<file path="config.mk">
export PLATFORM = sky130hd
export DESIGN_NAME = segbank_disp
export DESIGN_NICKNAME = d
export VERILOG_FILES = /design/src/rtl/segbank_pkg.sv /design/src/rtl/segbank_sel_reg.sv /design/src/rtl/segbank_digit.sv /design/src/rtl/segbank_disp.sv
export SDC_FILE = /design/constraint.sdc
export NUM_CORES = 1
export LEC_CHECK = 0
export ABC_AREA = 1
export ABC_CLOCK_PERIOD_IN_PS = 2200
export BUFFER_PORTS_ARGS = -buffer_cell sky130_fd_sc_hd__clkbuf_2
export CAP_MARGIN = 0
export CORE_ASPECT_RATIO = 0.9
export CORE_MARGIN = 2
export CORE_UTILIZATION = 50
export CTS_BUF_LIST = sky130_fd_sc_hd__clkbuf_4 sky130_fd_sc_hd__clkbuf_8 sky130_fd_sc_hd__clkbuf_16
export CTS_CLUSTER_DIAMETER = 30
export DETAILED_ROUTE_END_ITERATION = 12
export MAX_ROUTING_LAYER = met4
export PLACE_DENSITY = 0.89
export SLEW_MARGIN = 40
export SYNTH_ARGS = -nofsm -noshare
export SYNTH_HDL_FRONTEND = slang
export SYNTH_SLANG_ARGS = --single-unit
export TNS_END_PERCENT = 5
</file>
<file path="constraint.sdc">
create_clock -name clk -period 2.2 [get_ports clk]
set_input_delay 0 -clock clk [delete_from_list [all_inputs] [get_ports clk]]
set_output_delay 0 -clock clk [all_outputs]
set_load 0.005 [all_outputs]
</file>
<file path="src/rtl/segbank_pkg.sv">
package segbank_pkg;

    typedef enum logic [1:0] {
        RT_IDLE  = 2'd0,
        RT_SEL   = 2'd1,
        RT_DIGIT = 2'd2
    } route_e;

endpackage

</file>
<file path="src/rtl/segbank_sel_reg.sv">
module segbank_sel_reg #(
    parameter int BUS_W   = 8,
    parameter int DIGITS  = 3,
    parameter int SEL_LSB = 5
) (
    input  logic              clk,
    input  logic              rst,
    input  logic              load,
    input  logic [BUS_W-1:0]  data,
    output logic [DIGITS-1:0] sel
);
    localparam int SEL_MSB = SEL_LSB + DIGITS - 1;

    always_ff @(posedge clk) begin
        if (rst) begin
            sel <= '0;
        end else if (load) begin
            sel <= data[SEL_MSB:SEL_LSB];
        end
    end
endmodule

</file>
<file path="src/rtl/segbank_digit.sv">
module segbank_digit #(
    parameter int BUS_W = 8
) (
    input  logic             clk,
    input  logic             rst,
    input  logic             we,
    input  logic [BUS_W-1:0] data,
    output logic [BUS_W-1:0] q
);
    always_ff @(posedge clk) begin
        if (rst) begin
            q <= '1;
        end else if (we) begin
            q <= data;
        end
    end
endmodule

</file>
<file path="src/rtl/segbank_disp.sv">
module segbank_disp #(
    parameter int BUS_W   = 8,
    parameter int DIGITS  = 3,
    parameter int SEL_LSB = 5
) (
    input  logic                      clk,
    input  logic                      rst,
    input  logic                      wr_stb,
    input  logic                      ctl_line,
    input  logic [BUS_W-1:0]          data_in,
    output logic [DIGITS*BUS_W-1:0]   seg_n
);
    import segbank_pkg::*;

    route_e            route;
    logic [DIGITS-1:0] sel_q;
    logic [DIGITS-1:0] digit_we;
    logic              sel_load;

    always_comb begin
        unique case ({wr_stb, ctl_line})
            2'b10:   route = RT_SEL;
            2'b11:   route = RT_DIGIT;
            default: route = RT_IDLE;
        endcase
    end

    assign sel_load = (route == RT_SEL);

    segbank_sel_reg #(
        .BUS_W  (BUS_W),
        .DIGITS (DIGITS),
        .SEL_LSB(SEL_LSB)
    ) u_sel (
        .clk (clk),
        .rst (rst),
        .load(sel_load),
        .data(data_in),
        .sel (sel_q)
    );

    for (genvar k = 0; k < DIGITS; k++) begin : g_digit
        assign digit_we[k] = (route == RT_DIGIT) && sel_q[k];

        segbank_digit #(.BUS_W(BUS_W)) u_dig (
            .clk (clk),
            .rst (rst),
            .we  (digit_we[k]),
            .data(data_in),
            .q   (seg_n[k*BUS_W +: BUS_W])
        );
    end
endmodule

</file>
# == Word level (Yosys, flattened, before mapping) ==
# Cells that the tools add are included.
# word_totals
output_inout_bits,24
word_cells,12
reg_bits,27
in_bits,12
# classes
eq_ne,4
mux,1
reduce_logical,3
# ops
operator,count
"== test 2 bit, second input constant",3
one-hot mux 2 bit (2 select lines),1
logical AND 1 bit,3
"== test 2 x 1 -> 1 bit, second input constant",1

# == Logic depth before layout (Yosys ltp) ==
# logic_depth
depth_word,4
ltp_mapped,5
ltp_nobuf,4

# == By module ==
# Synthesis repeated with hierarchy kept, for this count alone.
# hier_totals
cells_unflattened,133
hier_area_um2,991.0
# modules_own_cells
mod,instances,area_each_um2,seq_area_each_um2,cells_each
segbank_digit,3,279.0,160.2,35
segbank_sel_reg,1,120.1,60.1,19
segbank_disp,1,33.8,0.0,9

# == Least setup slack after synthesis ==
# No wires, ideal clock.
# synth_path
kind,register to register
from,register u_sel.sel[0]
to,register g_digit[0].u_dig.q[0]
synth_period_minus_slack_ps,925
arrival_time_ps,795
path_buffers,1
slack_ps,1275
path_stages_with_launch,5
path_cell_list,dfxtp_1 -> buf_2 -> nand3_1 -> nand2_1 -> nand3_1
# synth_via
elab_chain_len,1
# synth_rtl
item,line_no,rtl
from (decl),segbank_sel_reg.sv:10,output logic [DIGITS-1:0] sel
from (signal assigned),segbank_sel_reg.sv:18,sel <= data[SEL_MSB:SEL_LSB];
logical AND 1 bit,segbank_disp.sv:43,assign digit_we[k] = (route == RT_DIGIT) && sel_q[k];
to (signal assigned),segbank_digit.sv:14,q <= data;
to (decl),segbank_digit.sv:8,output logic [BUS_W-1:0] q
# No other way between the ends.
# A chain may end at the register's enable or synchronous reset.

# == Worst setup path in the final report ==
# layout_path
from,register u_sel.sel[0]
to,register g_digit[0].u_dig.q[6]
# The elaborated chain is that of the path after synthesis.

==> results by group <==
STA
  – Period utilization: 0.545
  – Fin crit period: 1.20 ns
  – Setup Viol. Count Final: 0
  – Slew margin rel.: 0.541
  – Setup_tns: 0 ns
  – Slew Viols, Final: 0
  – Peak Freq: 834 MHz
  – Final hold viol count: 0
  – RSZ-0062 raised after global routing: false
  – Slew @ Worst Pin: 0.684 ns
  – Final setup skew: 0.00790 ns

Setup path
  – Cell repeated most along the worst path: nand3_1
  – Critical Path RT: 2.41 ns
  – Crit Path Class: flip-flop to flip-flop
  – Crit path DAT: 1.41 ns
  – R2R Setup Slk: 1.00 ns
  – Master of the slowest instance on the critical path: dfxtp_1
  – CP peak stage delay: 0.54 ns
  – Element type at the critical path end: flip-flop
  – Crit path launch type: flip-flop
  – CP Cell Sequence: nand3_1, nand2_1, nand3_1
  – Crit path max fanout: 10

Clocking
  – Postcts setup bufs: 0
  – Clk slew on worst S/H paths: 0.15 ns
  – Clock tree sinks: 27
  – Latest clock arrival within the worst-skew pair: 0.32 ns
  – TritonCTS clock tree: built
  – CTS max path bufs: 2
  – CTS root buffer: clkbuf_4
  – CTS H-tree lvls: 1
  – Cts bufs inserted: 3

Power and ir drop
  – Leakage power: 0.650 nW
  – Gate power share: 0.118
  – Switch Pwr: 0.000221 W
  – Switching Share: 0.264
  – Sequential power share: 0.625
  – VDD IR max: 418 uV
  – Internal power: 0.000617 W
  – Cell Pwr Density: 640 mW/mm^2
  – Clock Power Share: 0.257
  – Tot Pwr: 0.000838 W

Yosys
  – Post-synth EDFFs: 0
  – Register area share after synthesis: 0.511
  – Top-count cell post-synth: nand3_1
  – FF+latch count, synth: 27
  – Post-synthesis cell type count: 11
  – Area share of the largest cell type after synthesis: 0.511
  – Most frequent cells after synthesis: nand3_1, dfxtp_1, nand2_1
  – Largest cells by area after synthesis: dfxtp_1, nand3_1, nand4_1
  – Most used DFF post-synth: dfxtp_1
  – Avg Cell Area, Syn: 8.02 sq um
  – Mapped Cells: 132
  – Area leader, netlist: dfxtp_1
  – Net count after synthesis: 144
  – Async set-reset flop share out of synthesis: 0
  – Mapped Area: 0.00106 sq mm
  – YS warnings: 0

Drt
  – Total number of vias: 1090
  – Number of remaining DRC errors: 0
  – DR vias/cell: 5.65
  – Routed len/inst: 13.5 um
  – DRT antenna net count: 0
  – Drt first pass iters: 4
  – 1st-iter DRT viols: 43
  – Routed WL: 2600 um

Flow run
  – Max cap viols: 0

Min path
  – Tightest Hold Check Type: primary input to flip-flop

Global route
  – Pin count of the biggest net entering global routing: 32
  – Global-route wire length before repair: 4100 um
  – Total global-route track usage: 0.230
  – GR Overflow Total: 0
  – Initial antenna violation count: 0
  – Vias in the first global route: 867

Placement
  – Inst Count DP: 181
  – Final HPWL DP: 1850 um
  – # port buffers: 35
  – RePlAce Congestion: 0.735

Floorplan
  – Die footprint: 0.00250 sq mm
  – Num rows: 15
  – Starting Density: 0.542
  – Die Y: 47.7 um
  – DIE WIDTH: 52.5 um
  – # IOs: 36
  – Core box area: 0.00195 sq mm

Finish
  – Multi-input logic area: 430 sq um
  – Final non-filler cell total: 193
  – Share of cells above drive strength 1: 0.238
  – # fillers: 181
  – Area Growth Syn to Fin: 23.8%
  – Register area: 541 sq um
  – Antenna cells: 0
  – Final core utilization: 0.671
  – Nets: 181

Run status
  – Status: finished clean
-- layer usage --
layer,share of wire,vias to the layer above,global-route usage
met5,0,-,-
met4,0.0092,0,0.0769
met3,0.074,4,0.0281
met2,0.49,57,0.365
met1,0.43,495,0.308
li1,-,534,-
-- worst max-delay path: cells and delay by family, from the launching register on --
kind             cells  cell delay, ns
DFF                  1            0.54
and+or+nand+nor      3            0.54
-- per-stage QoR --
step           hold slack (ns)  setup slack [ns]  area [sq um]
6_report                 0.269              1.00          1310
3_3_place_gp             0.293              1.09          1200
2_1_floorplan            0.147              1.28          1060
4_1_cts                  0.264              1.01          1310
3_5_place_dp             0.303              1.02          1200
5_1_grt                  0.324             0.897          1310
-- final timing paths --
check,from,to,cells past startpoint
setup / recovery,u_sel.sel[0],g_digit[0].u_dig.q[6],3
hold / removal,ctl_line,g_digit[1].u_dig.q[7],3
setup reg to reg,u_sel.sel[0],g_digit[0].u_dig.q[6],3
hold reg to reg,g_digit[2].u_dig.q[6],g_digit[2].u_dig.q[6],2
-- what timing repair did --
action                     4_1_cts  5_1_grt
hold endpoints to repair        24        0
resized for setup                0        0
setup endpoints to repair        0        0
hold buffers                     8        0
-- cell families after synthesis --
family	Yosys count	synth area share
buffers and inverters	17	0.0827
DFF	27	0.511
and+or+nand+nor	88	0.407
-- flip-flops by register name, summed over array words and instances, names as in the netlist --
name	cells
g_digit.u_dig.q	24
u_sel.sel	3
-- power by group through the flow --
stage | Combinational, W | Clock, W | Sequential [W]
3_3_place_gp | 0.0000842 | 0 | 0.000532
5_1_grt | 0.000110 | 0.000234 | 0.000526
3_5_place_dp | 0.0000873 | 0 | 0.000534
2_1_floorplan | 0.0000622 | 0 | 0.000526
4_1_cts | 0.0000988 | 0.000220 | 0.000523
6_report | 0.0000988 | 0.000216 | 0.000523
-- cell type report --
type,count,share of cell area
well taps,25,0.0239
clock inverters,1,0.00573
inverters,6,0.0172
clock buffers,3,0.0172
repair buffers,43,0.195
flip-flops and latches,27,0.413
multi-input cells,88,0.329
-- cells in the final DEF, fill, tap and decap left out --
| cell | Yosys | routed |
|---|---|---|
| nor2_1 | 6 | 6 |
| clkinvlp_4 | 0 | 1 |
| clkbuf_2 | 0 | 35 |
| nor2_2 | 1 | 1 |
| clkbuf_4 | 0 | 3 |
| nand4_1 | 24 | 24 |
| nand2_1 | 27 | 27 |
| inv_1 | 5 | 5 |
| nand3_1 | 30 | 30 |
| clkinv_1 | 1 | 1 |
| dfxtp_1 | 27 | 27 |
| dlygate4sd3_1 | 0 | 8 |
Note: power is estimated with default switching activity, not from simulation.
